$ cat src/rtl/iwcPkg.sv
package iwcPkg;
  localparam int N_EXT    = 3;
  localparam int N_PER    = 3;
  localparam int N_SRC    = 2 + N_EXT + N_PER;
  localparam int SRC_RST  = 0;
  localparam int SRC_SWI  = 1;
  localparam int SRC_EXT0 = 2;
  localparam int SRC_PER0 = SRC_EXT0 + N_EXT;

  typedef enum logic [1:0] {
    ST_RUN  = 2'd0,
    ST_WAKE = 2'd1,
    ST_STOP = 2'd2,
    ST_WAIT = 2'd3
  } pwrState_t;

  // strobes from the control to the datapath
  typedef struct packed {
    logic             take;
    logic [N_SRC-1:0] grant;
  } ctlStb_t;
endpackage

$ cat src/rtl/iwcDatapath.sv
module iwcDatapath
  import iwcPkg::*;
#(
  parameter int                ADDR_W      = 16,
  parameter logic [ADDR_W-1:0] VEC_TOP     = 16'h3FFE,
  parameter int                SYNC_STAGES = 2
)(
  input  logic              clk,
  input  logic              rstN,
  input  logic [N_EXT-1:0]  extPinN,
  input  logic [N_EXT-1:0]  edgeSel,
  input  logic [N_PER-1:0]  perReq,
  input  logic              swiStb,
  input  ctlStb_t           ctl,
  output logic [N_SRC-1:0]  reqRaw,
  output logic              vecValid,
  output logic [ADDR_W-1:0] vecAddr,
  output logic              pushReq,
  output logic              setMask,
  output logic [N_PER-1:0]  perAck
);
  localparam int SYNC_MSB = SYNC_STAGES - 1;

  logic [N_EXT-1:0] extReq;
  logic             swiPend;
  logic             rstPend;
  logic [ADDR_W-1:0] nextAddr;

  // per-pin synchronizer, falling-edge latch and mode select
  for (genvar i = 0; i < N_EXT; i++) begin : gExt
    logic [SYNC_STAGES-1:0] chain;
    logic                   prevSync;
    logic                   pend;
    logic                   fall;

    assign fall = prevSync & ~chain[SYNC_MSB];

    always_ff @(posedge clk or negedge rstN) begin
      if (!rstN) begin
        chain    <= '1;
        prevSync <= 1'b1;
        pend     <= 1'b0;
      end else begin
        chain    <= {chain[SYNC_STAGES-2:0], extPinN[i]};
        prevSync <= chain[SYNC_MSB];
        if (!edgeSel[i])
          pend <= 1'b0;
        else if (fall)
          pend <= 1'b1;
        else if (ctl.grant[SRC_EXT0+i])
          pend <= 1'b0;
      end
    end

    assign extReq[i] = edgeSel[i] ? pend : ~chain[SYNC_MSB];
  end

  always_ff @(posedge clk or negedge rstN) begin
    if (!rstN) begin
      swiPend <= 1'b0;
      rstPend <= 1'b1;
    end else begin
      if (swiStb)
        swiPend <= 1'b1;
      else if (ctl.grant[SRC_SWI])
        swiPend <= 1'b0;
      if (ctl.grant[SRC_RST])
        rstPend <= 1'b0;
    end
  end

  assign reqRaw = {perReq, extReq, swiPend, rstPend};

  // vector of source k lies 2*k bytes below the top pair
  always_comb begin
    nextAddr = VEC_TOP;
    for (int i = 0; i < N_SRC; i++)
      if (ctl.grant[i])
        nextAddr = VEC_TOP - ADDR_W'(2 * i);
  end

  always_ff @(posedge clk or negedge rstN) begin
    if (!rstN) begin
      vecValid <= 1'b0;
      vecAddr  <= VEC_TOP;
      pushReq  <= 1'b0;
      setMask  <= 1'b0;
      perAck   <= '0;
    end else begin
      vecValid <= ctl.take;
      pushReq  <= ctl.take & ~ctl.grant[SRC_RST];
      setMask  <= ctl.take;
      perAck   <= ctl.take ? ctl.grant[SRC_PER0 +: N_PER] : '0;
      if (ctl.take)
        vecAddr <= nextAddr;
    end
  end
endmodule

$ cat src/rtl/iwcControl.sv
module iwcControl
  import iwcPkg::*;
(
  input  logic             clk,
  input  logic             rstN,
  input  logic [N_SRC-1:0] reqRaw,
  input  logic             iMask,
  input  logic             stopStb,
  input  logic             waitStb,
  input  logic             rtcIntMode,
  output ctlStb_t          ctl,
  output logic             oscEn,
  output logic             cpuClkEn,
  output logic             perClkEn
);
  pwrState_t        state;
  pwrState_t        stateNxt;
  logic             busy;
  logic             stopDeep;
  logic [N_SRC-1:0] elig;
  logic [N_SRC-1:0] grantOh;
  logic             canSel;
  logic             extWake;
  logic             anyWake;

  // hardware sources are masked, reset and software are not
  assign elig = reqRaw & ~{{(N_SRC-2){iMask}}, 2'b00};

  always_comb begin
    grantOh = '0;
    for (int i = 0; i < N_SRC; i++)
      if (elig[i] && grantOh == '0)
        grantOh[i] = 1'b1;
  end

  assign canSel = !busy &&
                  ((state == ST_RUN && !stopStb && !waitStb) || state == ST_WAKE);
  assign ctl.take  = canSel && (|elig);
  assign ctl.grant = ctl.take ? grantOh : '0;

  assign extWake = |reqRaw[SRC_EXT0 +: N_EXT];
  assign anyWake = |reqRaw[N_SRC-1:SRC_EXT0];

  always_comb begin
    stateNxt = state;
    unique case (state)
      ST_RUN:  if (stopStb) stateNxt = ST_STOP;
               else if (waitStb) stateNxt = ST_WAIT;
      ST_STOP: if (extWake) stateNxt = ST_WAKE;
      ST_WAIT: if (anyWake) stateNxt = ST_WAKE;
      ST_WAKE: stateNxt = ST_RUN;
      default: stateNxt = ST_RUN;
    endcase
  end

  always_ff @(posedge clk or negedge rstN) begin
    if (!rstN) begin
      state    <= ST_RUN;
      busy     <= 1'b0;
      stopDeep <= 1'b0;
    end else begin
      state <= stateNxt;
      busy  <= ctl.take;
      if (state == ST_RUN && stopStb)
        stopDeep <= rtcIntMode;
    end
  end

  always_comb begin
    oscEn    = 1'b1;
    cpuClkEn = 1'b1;
    perClkEn = 1'b1;
    unique case (state)
      ST_STOP: begin
        cpuClkEn = 1'b0;
        oscEn    = !stopDeep;
        perClkEn = !stopDeep;
      end
      ST_WAIT: cpuClkEn = 1'b0;
      default: ;
    endcase
  end
endmodule

$ cat src/rtl/intWakeCtrl.sv
module intWakeCtrl
  import iwcPkg::*;
#(
  parameter int                ADDR_W      = 16,
  parameter logic [ADDR_W-1:0] VEC_TOP     = 16'h3FFE,
  parameter int                SYNC_STAGES = 2
)(
  input  logic              clk,
  input  logic              rstN,
  input  logic [N_EXT-1:0]  extPinN,
  input  logic [N_EXT-1:0]  edgeSel,
  input  logic [N_PER-1:0]  perReq,
  input  logic              iMask,
  input  logic              swiStb,
  input  logic              stopStb,
  input  logic              waitStb,
  input  logic              rtcIntMode,
  output logic              vecValid,
  output logic [ADDR_W-1:0] vecAddr,
  output logic              pushReq,
  output logic              setMask,
  output logic [N_PER-1:0]  perAck,
  output logic              oscEn,
  output logic              cpuClkEn,
  output logic              perClkEn
);
  ctlStb_t          ctl;
  logic [N_SRC-1:0] reqRaw;

  iwcDatapath #(
    .ADDR_W(ADDR_W), .VEC_TOP(VEC_TOP), .SYNC_STAGES(SYNC_STAGES)
  ) u_dp (
    .clk(clk), .rstN(rstN), .extPinN(extPinN), .edgeSel(edgeSel),
    .perReq(perReq), .swiStb(swiStb), .ctl(ctl), .reqRaw(reqRaw),
    .vecValid(vecValid), .vecAddr(vecAddr), .pushReq(pushReq),
    .setMask(setMask), .perAck(perAck)
  );

  iwcControl u_ctl (
    .clk(clk), .rstN(rstN), .reqRaw(reqRaw), .iMask(iMask),
    .stopStb(stopStb), .waitStb(waitStb), .rtcIntMode(rtcIntMode),
    .ctl(ctl), .oscEn(oscEn), .cpuClkEn(cpuClkEn), .perClkEn(perClkEn)
  );
endmodule

$ cat config.mk
export PLATFORM = sky130hd
export DESIGN_NAME = intWakeCtrl
export DESIGN_NICKNAME = d
export VERILOG_FILES = /design/src/rtl/iwcPkg.sv /design/src/rtl/iwcDatapath.sv /design/src/rtl/iwcControl.sv /design/src/rtl/intWakeCtrl.sv
export SDC_FILE = /design/constraint.sdc
export NUM_CORES = 1
export LEC_CHECK = 0
export BUFFER_PORTS_ARGS = -buffer_cell sky130_fd_sc_hd__buf_4
export CAP_MARGIN = 0
export CORE_MARGIN = 8
export CORE_UTILIZATION = 40
export DETAILED_ROUTE_END_ITERATION = 10
export MAX_ROUTING_LAYER = met4
export PLACE_DENSITY = 0.63
export SYNTH_ARGS = -nofsm -noshare
export SYNTH_HDL_FRONTEND = slang
export SYNTH_HIERARCHICAL = 1
export SYNTH_SLANG_ARGS = --single-unit
$ cat constraint.sdc
create_clock -name clk -period 4.4 [get_ports clk]
set_clock_uncertainty 0.05 [all_clocks]
set_input_delay 0.88 -clock clk [delete_from_list [all_inputs] [get_ports clk]]
set_output_delay 0.88 -clock clk [all_outputs]
set_load 0.03 [all_outputs]
## After elaboration in Yosys (flattened, before gate mapping)

Cells that the tools add are included.

- Bits in registers: 38
- Input bits: 16
- Output and inout port bits: 25
- Logic and storage cells: 105

- Equality and inequality tests: 9
- Multiplexer cells: 38
- Bitwise logic cells: 11
- Reduce and logical (&&, ||, !) cells: 30

Operators with widths:

| operator | number |
|---|---|
| 1-bit two-way mux | 24 |
| 4-bit two-way mux | 4 |
| 1-bit logical AND | 12 |
| 2-bit two-way mux | 5 |
| 3-bit two-way mux | 3 |
| 3-bit by 1-bit inequality test with 1-bit output, second input constant | 3 |
| 8-bit AND | 1 |
| 8-bit two-way mux | 1 |
| 8-bit NOT | 1 |
| 2-bit case mux with 4 select lines | 1 |
| 8-bit OR reduction | 1 |
| 7-bit logical NOT | 1 |
| 6-bit logical NOT | 1 |
| 6-bit OR reduction | 1 |
| 5-bit logical NOT | 1 |
| 1-bit NOT | 5 |
| 1-bit AND | 4 |
| 2-bit equality test, second input constant | 2 |
| 1-bit logical NOT | 4 |
| 2-bit logical NOT | 2 |
| 4-bit logical NOT | 1 |
| 2-bit by 1-bit inequality test with 1-bit output, second input constant | 2 |
| 3-bit logical NOT | 1 |
| 3-bit inequality test, second input constant | 1 |
| other kinds (6) | 6 |

## Longest topological paths before layout

Gate-level depths: netlist (run 1).

- Depth after elaboration: 33
- Mapped depth: 8
- Mapped depth without buffers: 8

## By module

The synthesis (run 1) kept the hierarchy.

By module, submodules not included:

| module | times used | cells an instance | area each (sq um) | seq. area each (sq um) |
|---|---|---|---|---|
| iwcDatapath | 1 | 82 | 934.6 | 566.8 |
| iwcControl | 1 | 41 | 319.1 | 100.1 |

## Least setup slack after synthesis (run 1)

OpenSTA, ideal clock, no wires.

- Kind: in2reg
- Start: in edgeSel[0]
- End: reg u_dp.vecAddr[3]
- Setup time: 82 ps
- Arrival: 2321 ps
- Required time: 4268 ps
- Slack: 1947 ps
- Cell stages on the path: 6
- Path buffers: 0
- Cell sequence: nand2_1 -> o21ai_0 -> or3_4 -> nor4_1 -> nor4_1 -> mux2_2

RTL lines:

| item | RTL line | source |
|---|---|---|
| start, declared | intWakeCtrl.sv:11 | `input logic [N_EXT-1:0] edgeSel,` |
| end signal, assigned | iwcDatapath.sv:95 | `vecAddr <= nextAddr;` |
| end, declared | iwcDatapath.sv:17 | `output logic [ADDR_W-1:0] vecAddr,` |

==> impl_summary.txt, run 1 <==
----------------------------------------------------
[Outcome]
  Result of the run ... complete, no violations

[CTS]
  Buffer count from post-CTS setup fixing ... 0
  Clock tree root driver cell ... sky130_fd_sc_hd__clkbuf_4
  Buffer depth of the longest clock path ... 2
  TritonCTS clock tree ... built
  CTS clock-pin slew for the worst setup and hold paths ... 0.13 ns
  Hold buffers post-CTS ... 0
  Post-cts gate resize count ... 0
  Clock Latency Late Sink ... 0.31 ns
  Num CTS Buffers ... 3
  CTS sink count ... 26
  Number of levels the H-tree was split into ... 1

[Drt]
  Number of iterations in the first detailed-routing pass ... 4
  WL per Instance ... 11.9 um
  Final Routed Wirelength ... 2260 um
  Starting DRC count in detailed routing ... 29
  Post-detailed-route via-to-cell ratio ... 4.48
  Number of design rule violations left after detail routing ... 0
  Post-DRT Antenna Nets ... 0
  Vias after detailed routing ... 846

[Placed design]
  Buffers on Ports ... 27
  Post-DP HPWL ... 1790 um
  Placer Congestion ... 0.779
  Placed cell area ... 0.00140 sq mm

[Timing]
  Number of endpoints with negative hold slack in the final report ... 0
  Fmax ... 398 MHz
  Relative slew slack ... 53.8%
  Setup repair after global routing missed its margin ... false
  Final number of max-transition violations ... 0
  Measured slew at the worst slew-check pin ... 0.686 ns
  Total of endpoints with negative setup slack in the final report ... 0
  Shortest period the worst path allows ... 2.51 ns
  TNS Setup ... 0 ns
  Final worst-path cycle share ... 57.1%

[Floorplan]
  Die Ht ... 72.0 um
  Initial Utilization ... 41.4%
  Die X ... 72.0 um
  Core Box Area ... 0.00303 sq mm
  Placement Rows ... 20
  Number of top-level design ports ... 41
  Area enclosed by the die boundary ... 0.00518 sq mm

[GRT]
  Total overflow reported by the global router ... 0
  Antenna violations before repair ... 0
  Number of global-route vias before repair ... 885
  Global routing usage summed across all routing layers ... 9.55%
  Pin count of the biggest net entering global routing ... 27
  Global-route wire length before repair ... 3860 um

[Hold path]
  Worst hold-check path type ... flip-flop to flip-flop
  Startpoint of the worst hold path ... u_dp/gExt[2].chain[0]

[Power and ir drop]
  Reg power frac ... 45.7%
  Internal power contribution ... 0.450 mW
  Sw Ratio ... 37.0%
  Power dissipated by switching net loads ... 0.264 mW
  Comb power frac ... 38.2%
  Clock network fraction of design power ... 16.1%
  Peak supply drop ... 0.000162 V
  Leakage power of the design ... 0.662 nW
  Total power divided by cell area ... 496 mW/mm^2

[Logic synthesis]
  Complex-gate fraction of the synthesized area ... 10.1%
  Count of warnings emitted by yosys ... 6
  XOR/XNOR share of the synthesized area ... 0%
  Mean Syn Cell Area ... 10.2 sq um
  Post-synthesis mux area share ... 2.69%
  Simple-gate portion of the synthesized area ... 17.0%
  Main combinational cell family by area after synthesis ... simple AND/OR/NAND/NOR gates
  Yosys cell types ... 28
  Sequential area share after synthesis ... 53.2%
  Cells after synthesis ... 123
  #FFs+latches synth ... 26
  Post-Synthesis Cell Area ... 0.00125 sq mm
  Post-synthesis share of cell area spent on full adders, half adders and majority gates ... 0%

[Critical path]
  Startpoint of the worst setup timing path ... edgeSel[0]
  WP data arrival ... 2.70 ns
  Destination of the critical timing path ... u_dp/vecAddr[2]
  Critical path required time ... 4.59 ns
  Maximum net fanout on the critical path ... 11
  Critical path launch point type ... primary input
  Slack of the worst reg-to-reg path ... 2.08 ns
  Startpoint of the lowest-slack register-to-register path ... u_dp/gExt[0].chain[1]
  Capturing point of the worst reg2reg path ... u_dp/vecAddr[2]
  Sort of element at the end of the critical path ... flip-flop
  Critical path class ... primary input to flip-flop
  Reg2Reg Depth ... 6

[Layout]
  Nets@finish ... 162
  Fraction of layout cells with a size suffix above 1 ... 35.2%
  Antenna fix cells ... 0
  Area growth from synthesis to layout ... 14.8%
  Post-route cell area ... 0.00144 sq mm

[Flow run]
  MaxCap Viol Count ... 0

----------------------------------------------------
[worst max-delay path, cell delays in order]
cell and delay [ns]:
sky130_fd_sc_hd__buf_4 0.11, sky130_fd_sc_hd__o21ai_0 0.41, sky130_fd_sc_hd__or3_4 0.25, sky130_fd_sc_hd__o41ai_1 0.07
sky130_fd_sc_hd__a21oi_1 0.56, sky130_fd_sc_hd__o311ai_0 0.28, sky130_fd_sc_hd__o21ai_0 0.14
[routing by layer]
metal  vias to the layer above  part of all wire, %  GRT usage, %
met3                         2                  8.7          4.41
li1                        414                    -             -
met2                        29                   50          16.2
met5                         -                    0             -
met4                         0                 0.49          2.04
met1                       401                   41          9.95
[metrics by stage]
stage	setup slack, ns	hold WS [ns]	std cells	utilization, %	total power [mW]
finish	1.89	0.316	189	47.5	0.714
global route	1.66	0.319	189	47.5	0.763
CTS	1.90	0.318	189	47.5	0.726
detailed placement	1.55	0.299	185	46.3	0.607
global placement	1.54	0.297	185	46.3	0.601
floorplan	1.95	0.295	134	-	0.536
[synth_stat cells]
master                      count  area share (%)
sky130_fd_sc_hd__nor3_1         1            0.40
sky130_fd_sc_hd__or3_4          1            0.90
sky130_fd_sc_hd__o22ai_1        4             2.0
sky130_fd_sc_hd__dfstp_2       13              27
sky130_fd_sc_hd__o41ai_1        1            0.70
sky130_fd_sc_hd__mux2_1         1            0.90
sky130_fd_sc_hd__a21oi_1        3             1.2
sky130_fd_sc_hd__o21ai_0        5             2.0
sky130_fd_sc_hd__nor4b_1        1            0.70
sky130_fd_sc_hd__o311ai_0       1            0.70
sky130_fd_sc_hd__inv_1         15             4.5
sky130_fd_sc_hd__a21o_1         1            0.60
sky130_fd_sc_hd__and2_2         1            0.60
sky130_fd_sc_hd__o2111ai_1      1            0.70
sky130_fd_sc_hd__mux2_2         2             1.8
sky130_fd_sc_hd__nand2_1        6             1.8
sky130_fd_sc_hd__conb_1         2            0.60
sky130_fd_sc_hd__nor2_1        13             3.9
sky130_fd_sc_hd__dfrtp_1       13              26
sky130_fd_sc_hd__nor4_1         3             1.5
sky130_fd_sc_hd__or4_4          1            0.90
sky130_fd_sc_hd__buf_4         20              12
sky130_fd_sc_hd__nor2b_1        2             1.0
sky130_fd_sc_hd__nor3b_1        3             1.8
sky130_fd_sc_hd__and2_1         5             2.5
sky130_fd_sc_hd__nand2b_1       2             1.0
sky130_fd_sc_hd__a221oi_2       1             1.2
sky130_fd_sc_hd__o22ai_2        1             1.0
[flip-flops by register name, summed over array words and instances, names as in the netlist, 2 cells and up]
name,cells
u_dp/gExt.chain,6
u_dp/gExt.pend,3
u_dp/gExt.prevSync,3
u_dp/perAck,3
u_dp/vecAddr,3
u_ctl/state,2
[cell families (layout without fill, tap and decap cells)]
logic type	after synthesis	count (layout)
other	2	13
multiplexers	3	3
buffers and inverters	35	46
flip-flops	26	26
AO/OA/AOI/OAI	18	18
AND/OR/NAND/NOR	39	39
[placed cells by master, fill, tap and decap left out, drive strengths merged]
cell,n
o41ai,1
dfstp,13
buf,27
o311ai,1
nor3b,3
a21oi,3
o22ai,5
o21ai,5
nor4,3
nor2b,2
nor2,13
a21o,1
nand2b,2
nand2,6
nor3,1
conb,13
clkbuf,4
a221oi,1
o2111ai,1
mux2,3
and2,6
or3,1
inv,15
dfrtp,13
or4,1
nor4b,1
[power groups by stage]
stage          Sequential [mW]  Clock, mW  Combinational (mW)
2_1_floorplan            0.362          0               0.174
3_3_place_gp             0.328          0               0.273
3_5_place_dp             0.331          0               0.276
4_1_cts                  0.327      0.123               0.277
5_1_grt                  0.333      0.130               0.300
6_report                 0.326      0.115               0.273
[final cells by class]
| class | count | area [sq um] |
|---|---|---|
| multi-input cells | 73 | 422 |
| repair buffers | 27 | 203 |
| inverters | 15 | 56.3 |
| well taps | 44 | 55.1 |
| clock buffers | 4 | 36.3 |
| fillers | 282 | 1590 |
| flip-flops and latches | 26 | 667 |
[worst min-delay path by stage]
stage | endpoint | cells after the start
final | u_dp/gExt[2].chain[1] | 0
after global routing | u_dp/gExt[1].chain[1] | 0
after CTS | u_dp/gExt[1].chain[1] | 0
after detailed placement | u_dp/gExt[2].chain[1] | 0
after global placement | u_dp/gExt[1].chain[1] | 0
after floorplan | u_dp/gExt[0].chain[1] | 0
No activity file was read; power rests on OpenSTA's default activity.
==> run 2, diff against run 1 <==
--- a/config.mk
+++ b/config.mk
@@ -11,7 +11,7 @@
 export CORE_UTILIZATION = 40
 export DETAILED_ROUTE_END_ITERATION = 10
 export MAX_ROUTING_LAYER = met4
-export PLACE_DENSITY = 0.63
+export PLACE_DENSITY = 0.66
 export SYNTH_ARGS = -nofsm -noshare
 export SYNTH_HDL_FRONTEND = slang
 export SYNTH_HIERARCHICAL = 1
==> constraint.sdc (replaced) <==
create_clock -name clk -period 2.1 [get_ports clk]
set_clock_uncertainty 0.05 [all_clocks]
set_input_delay 0.42 -clock clk [delete_from_list [all_inputs] [get_ports clk]]
set_output_delay 0.42 -clock clk [all_outputs]
set_load 0.03 [all_outputs]
==> run 2 against run 1 <==
Non-clock buffer count up 12. First-iteration DRC count down 38%. Via count up 5.9%. Largest power group unchanged.
==> impl_summary.txt, run 2 (same netlist as run 1, synthesis figures left out) <==
----------------------------------------------------
[Outcome]
  Result of the run ... complete, no violations

[Layout]
  Top library cells by usage in the layout, fill and taps aside ... sky130_fd_sc_hd__buf_4, sky130_fd_sc_hd__inv_1
  Most common library cell in the layout ignoring fill and taps ... sky130_fd_sc_hd__buf_4
  Number of flip-flops in the largest register ... 6
  Largest register by flop count ... u_dp/gExt.chain
  Number of non-filler instances in the completed layout ... 201
  Nets@finish ... 174
  Antenna fix cells ... 0
  Post-layout utilization of the core ... 51.7%
  Area growth from synthesis to layout ... 24.9%
  Fraction of layout cells with a size suffix above 1 ... 43.3%

[CTS]
  CTS clock-pin slew for the worst setup and hold paths ... 0.13 ns
  Clock tree root driver cell ... sky130_fd_sc_hd__clkbuf_4
  TritonCTS clock tree ... built
  CTS sink count ... 26
  Num CTS Buffers ... 3
  Clock Latency Late Sink ... 0.31 ns
  Buffer depth of the longest clock path ... 2
  Number of levels the H-tree was split into ... 1

[Timing]
  TNS Setup ... 0 ns
  Total of endpoints with negative setup slack in the final report ... 0
  Setup repair after global routing missed its margin ... false
  Post-route worst hold slack ... 0.151 ns
  Final worst-path cycle share ... 94.0%
  Fmax ... 506 MHz
  Final number of max-transition violations ... 0
  Number of endpoints with negative hold slack in the final report ... 0
  Shortest period the worst path allows ... 1.97 ns

[Flow run]
  MaxCap Viol Count ... 0

[Critical path]
  Critical path required time ... 2.30 ns
  Critical path launch point type ... flip-flop
  Critical path class ... flip-flop to flip-flop
  WP data arrival ... 2.17 ns
  Sort of element at the end of the critical path ... flip-flop
  Maximum net fanout on the critical path ... 5

[GRT]
  Antenna violations before repair ... 0
  Global-route wire length before repair ... 3860 um
  Global routing usage summed across all routing layers ... 9.48%
  Pin count of the biggest net entering global routing ... 27
  Total overflow reported by the global router ... 0
  Number of global-route vias before repair ... 903

[Floorplan]
  Core Box Area ... 0.00303 sq mm
  Die X ... 72.0 um
  Initial Utilization ... 41.4%
  Number of top-level design ports ... 41
  Die Ht ... 72.0 um
  Area enclosed by the die boundary ... 0.00518 sq mm
  Placement Rows ... 20

[Drt]
  Starting DRC count in detailed routing ... 18
  Number of design rule violations left after detail routing ... 0
  Post-DRT Antenna Nets ... 0
  Number of iterations in the first detailed-routing pass ... 4
  Vias after detailed routing ... 896
  Final Routed Wirelength ... 2490 um
  Post-detailed-route via-to-cell ratio ... 4.46
  WL per Instance ... 12.4 um

[Hold path]
  Worst hold-check path type ... primary input to flip-flop

[Placed design]
  Post-DP HPWL ... 1950 um
  Buffers on Ports ... 27
  Placed cell count ... 195
  Placer Congestion ... 0.778

[Power and ir drop]
  Comb power frac ... 40.0%
  Internal power contribution ... 0.971 mW
  Clock network fraction of design power ... 15.5%
  Power dissipated by switching net loads ... 0.578 mW
  Leakage power of the design ... 0.730 nW
  Peak supply drop ... 0.000528 V
  Sw Ratio ... 37.3%
  Total power divided by cell area ... 989 mW/mm^2
  Reg power frac ... 44.5%

----------------------------------------------------
==> run 2: cell types whose count changed in the layout (fill, tap and decap cells not counted), sizes merged <==
cell         before  now
dlygate4sd3       0    1
buf              27   38
==> run 2: stage by stage <==
step	instance area [sq um]	total power, mW	setup slack (ns)
after CTS	1520	1.54	0.0133
after floorplan	1290	1.12	0.0531
after global placement	1480	1.28	0.0329
after global routing	1570	1.65	0.0232
after detailed placement	1480	1.30	-0.0174
final	1570	1.55	0.125
==> run 2: critical path: stages (launching register included) <==
cell,delay [ns]
sky130_fd_sc_hd__dfstp_2,0.56
sky130_fd_sc_hd__o21ai_0,0.10
sky130_fd_sc_hd__or3_4,0.44
sky130_fd_sc_hd__nor4_2,0.29
sky130_fd_sc_hd__buf_4,0.17
sky130_fd_sc_hd__nor4_1,0.04
sky130_fd_sc_hd__mux2_2,0.26
==> run 2: final timing paths <==
kind	from	to	slack [ns]	cells after the start
max in group asynchronous	rstN	u_dp/vecAddr[1]	1.23	2
max reg2reg	u_dp/gExt[0].chain[1]	u_dp/vecAddr[3]	0.13	6
max	u_dp/gExt[0].chain[1]	u_dp/vecAddr[3]	0.13	6
min reg2reg	u_dp/gExt[0].chain[0]	u_dp/gExt[0].chain[1]	0.31	0
min	extPinN[1]	u_dp/gExt[1].chain[0]	0.15	1
min in group asynchronous	rstN	u_dp/gExt[2].pend	0.48	2
==> run 2: final cells by class <==
cell class	instances	area (sq um)
Fill cell	289	1460
Sequential cell	26	667
Multi-Input combinational cell	73	457
Timing Repair Buffer	39	295
Inverter	15	56.3
Tap cell	44	55.1
Clock buffer	4	36.3
==> run 2: per-layer routing <==
| layer | vias up | wire, um | track usage, % |
|---|---|---|---|
| met2 | 28 | 1230 | 16.4 |
| met1 | 427 | 1100 | 10.1 |
| li1 | 439 | - | - |
| met5 | - | 0 | - |
| met4 | 0 | 20 | 4.08 |
| met3 | 2 | 148 | 2.34 |
==> run 2: repair_timing <==
item                       CTS  global route
setup endpoints to repair    0             8
hold endpoints to repair    13             0
buffers inserted             0             1
hold buffers                 1             0
gates resized for setup      0             8
==> run 2: power by group through the flow <==
stage	clock network (mW)	logic, mW	registers, mW
6_report	0.241	0.619	0.689
5_1_grt	0.278	0.665	0.702
4_1_cts	0.254	0.604	0.686
3_5_place_dp	0	0.601	0.696
3_3_place_gp	0	0.592	0.689
2_1_floorplan	0	0.365	0.759
==> run 3, diff against run 2 <==
--- a/config.mk
+++ b/config.mk
@@ -5,13 +5,14 @@
 export SDC_FILE = /design/constraint.sdc
 export NUM_CORES = 1
 export LEC_CHECK = 0
+export ABC_AREA = 1
 export BUFFER_PORTS_ARGS = -buffer_cell sky130_fd_sc_hd__buf_4
 export CAP_MARGIN = 0
 export CORE_MARGIN = 8
 export CORE_UTILIZATION = 40
 export DETAILED_ROUTE_END_ITERATION = 10
 export MAX_ROUTING_LAYER = met4
-export PLACE_DENSITY = 0.66
+export PLACE_DENSITY = 0.65
 export SYNTH_ARGS = -nofsm -noshare
 export SYNTH_HDL_FRONTEND = slang
 export SYNTH_HIERARCHICAL = 1
==> run 3 against run 2 <==
Global-route usage increased by 0.14 points. Wire length is 0.40% lower. First-iteration DRC count is 67% higher. Largest power group is now combinational cells. Sequential power increased by 3.9%. Highest routed layer unchanged.
==> impl_summary.txt, run 3 <==
----------------------------------------------------
[Hold path]
  Startpoint of the worst hold path ... extPinN[2]
  Hold-critical path endpoint ... u_dp/gExt[2].chain[0]
  Depth of the worst hold-timing path ... 1
  Worst hold-check path type ... primary input to flip-flop

[Logic synthesis]
  Count of warnings emitted by yosys ... 6
  #FFs+latches synth ... 26
  Cell types with the largest area share after synthesis ... sky130_fd_sc_hd__dfstp_2, sky130_fd_sc_hd__dfrtp_1, sky130_fd_sc_hd__buf_4
  Synth top area share ... 25.2%
  Most used standard cells in the synthesized netlist ... sky130_fd_sc_hd__nand2_1, sky130_fd_sc_hd__buf_4, sky130_fd_sc_hd__inv_1, sky130_fd_sc_hd__nor2_1
  Post-Synthesis Cell Area ... 0.00136 sq mm
  Mean Syn Cell Area ... 8.86 sq um
  Most frequent cell after synthesis ... sky130_fd_sc_hd__nand2_1
  Yosys cell types ... 24
  EDFF count, synth ... 0
  Cells after synthesis ... 153
  Leading register cell type out of synthesis ... sky130_fd_sc_hd__dfstp_2
  Sequential area share after synthesis ... 49.2%
  Top cell type by total area after synthesis ... sky130_fd_sc_hd__dfstp_2
  FFs w/ async S/R, synth ... 100%

[Drt]
  Number of iterations in the first detailed-routing pass ... 4
  Number of design rule violations left after detail routing ... 0
  Metal3 WL ... 233 um
  Final Routed Wirelength ... 2480 um
  Met2 WL ... 1190 um
  Vias after detailed routing ... 983
  Post-detailed-route via-to-cell ratio ... 4.39
  Post-DRT Antenna Nets ... 0
  Wire length the detailed router placed on met1 ... 1040 um
  Starting DRC count in detailed routing ... 30
  WL per Instance ... 11.1 um
  Highest metal used ... met4

[GRT]
  Antenna violations before repair ... 0
  Global-route wire length before repair ... 3960 um
  Total overflow reported by the global router ... 0
  Number of global-route vias before repair ... 917
  Pin count of the biggest net entering global routing ... 27
  Global routing usage summed across all routing layers ... 9.62%

[Power and ir drop]
  Reg power frac ... 41.2%
  Internal power contribution ... 1.01 mW
  Clock network fraction of design power ... 14.0%
  Power dissipated by switching net loads ... 0.727 mW
  Peak supply drop ... 0.000375 V
  Sw Ratio ... 41.8%
  Total power divided by cell area ... 1110 mW/mm^2
  Comb power frac ... 44.8%
  Leakage power of the design ... 0.769 nW

[Layout]
  Top library cells by usage in the layout, fill and taps aside ... sky130_fd_sc_hd__buf_4, sky130_fd_sc_hd__nand2_1, sky130_fd_sc_hd__inv_1, sky130_fd_sc_hd__nor2_1
  Footprint of the multi-input gates ... 505 sq um
  Largest register by flop count ... u_dp/gExt.chain
  Nets@finish ... 195
  Storage cell area ... 667 sq um
  Fillers ... 319
  Fraction of layout cells with a size suffix above 1 ... 39.3%
  Most common library cell in the layout ignoring fill and taps ... sky130_fd_sc_hd__buf_4
  Post-route cell area ... 0.00157 sq mm
  Antenna fix cells ... 0
  Number of non-filler instances in the completed layout ... 224
  Number of flip-flops in the largest register ... 6
  Area growth from synthesis to layout ... 15.7%

[Timing]
  Fmax ... 556 MHz
  Number of endpoints with negative hold slack in the final report ... 0
  Crit path setup slack, layout ... 0.301 ns
  Total of endpoints with negative setup slack in the final report ... 0
  Final number of max-transition violations ... 0
  TNS Setup ... 0 ns
  Shortest period the worst path allows ... 1.80 ns
  Final worst-path cycle share ... 85.7%
  Setup repair after global routing missed its margin ... false

[Floorplan]
  Placement Rows ... 21
  Number of top-level design ports ... 41
  Die Ht ... 74.2 um
  Area enclosed by the die boundary ... 0.00551 sq mm
  Initial Utilization ... 41.3%
  Die X ... 74.2 um
  Core Box Area ... 0.00328 sq mm

[CTS]
  TritonCTS clock tree ... built
  Number of levels the H-tree was split into ... 1
  Buffer depth of the longest clock path ... 2
  Clock Latency Late Sink ... 0.31 ns
  CTS clock-pin slew for the worst setup and hold paths ... 0.13 ns
  Clock tree root driver cell ... sky130_fd_sc_hd__clkbuf_4
  Num CTS Buffers ... 3
  CTS sink count ... 26

[Critical path]
  Sort of element at the end of the critical path ... flip-flop
  Capturing point of the worst reg2reg path ... u_dp/vecAddr[1]
  Critical path class ... flip-flop to flip-flop
  Cell mode on critical path ... sky130_fd_sc_hd__nand2_1
  WP data arrival ... 2.01 ns
  Critical path required time ... 2.32 ns
  CP cell instances ... o21ai_0 -> inv_1 -> nor2_1 -> nor2_4 -> nand3_2 -> nand2_4 -> nor2_2 -> inv_2 -> nand2_1 -> nand2_1 -> nand2_1 -> nand2_1 -> nand2_1 -> nand2_1 -> nand2_1
  Cell family with most CP delay ... simple AND/OR/NAND/NOR gates
  Reg2Reg Depth ... 15
  CP max stage delay ... 0.40 ns
  Combined buffer and inverter count along the critical path ... 2
  Slowest-stage cell, CP ... sky130_fd_sc_hd__dfstp_2
  Maximum net fanout on the critical path ... 7
  Startpoint of the lowest-slack register-to-register path ... u_dp/gExt[1].chain[1]
  Critical path launch point type ... flip-flop
  Slack of the worst reg-to-reg path ... 0.30 ns

[Placed design]
  Buffers on Ports ... 27
  Post-DP HPWL ... 2030 um
  Placer Congestion ... 0.773
  Placed cell count ... 219
  Placed cell area ... 0.00152 sq mm
  Setup slack after placement ... 0.129 ns

[Outcome]
  Result of the run ... complete, no violations

[Flow run]
  MaxCap Viol Count ... 0

----------------------------------------------------
[run 3: cell types whose count changed after synthesis, moves of 6 or more]
cell and delta:
sky130_fd_sc_hd__inv_2 +6, sky130_fd_sc_hd__nand2_1 +19, sky130_fd_sc_hd__nand3_1 +6, sky130_fd_sc_hd__nor2_2 +6
[run 3: power by group through the flow]
stage	Combinational, mW	Clock [mW]	Sequential [mW]
2_1_floorplan	0.524	0	0.809
3_3_place_gp	0.772	0	0.723
3_5_place_dp	0.784	0	0.728
4_1_cts	0.787	0.262	0.718
5_1_grt	0.859	0.278	0.732
6_report	0.778	0.244	0.716
[run 3: layer usage]
metal,vias to the layer above,track usage [%]
li1,492,-
met1,456,9.72
met2,33,16.7
met3,2,2.83
met4,0,4.57
met5,-,-
[run 3: what timing repair did]
item	4_1_cts	5_1_grt
hold buffers	1	0
setup buffers	0	0
resized for setup	0	0
hold endpoints to repair	13	0
[run 3: logic make-up after synthesis]
kind of cell / share of synthesized area (%)
and+or+nand+nor: 26.5
buffers and inverters: 16.6
DFF: 49.2
AOI/OAI and AO/OA: 7.20
other: 0.554
[run 3: layout make-up]
type	count	share of cell area, %
Sequential cell	26	42.5
Clock buffer	4	2.31
Multi-Input combinational cell	98	32.2
Tap cell	46	3.67
Timing Repair Buffer	30	14.5
Inverter	20	4.78
[run 3: per-stage QoR]
step | power (mW) | hold WS (ns) | util [%]
finish | 1.74 | 0.151 | 47.8
global route | 1.87 | 0.115 | 47.8
CTS | 1.77 | 0.128 | 47.8
detailed placement | 1.51 | 0.293 | 46.4
global placement | 1.49 | 0.289 | 46.4
floorplan | 1.33 | 0.0744 | -
[run 3: how the worst max path moves through the flow]
| stage | startpoint | endpoint | slack, ns | depth (start not counted) |
|---|---|---|---|---|
| 3_3_place_gp | edgeSel[1] | u_dp/vecAddr[1] | 0.17 | 16 |
| 6_report | u_dp/gExt[1].chain[1] | u_dp/vecAddr[1] | 0.30 | 15 |
| 4_1_cts | u_dp/gExt[1].chain[1] | u_dp/vecAddr[1] | 0.28 | 15 |
| 5_1_grt | u_dp/gExt[1].chain[1] | u_dp/vecAddr[2] | 0.08 | 11 |
| 2_1_floorplan | edgeSel[1] | u_dp/vecAddr[1] | 0.40 | 15 |
| 3_5_place_dp | edgeSel[1] | u_dp/vecAddr[1] | 0.13 | 16 |
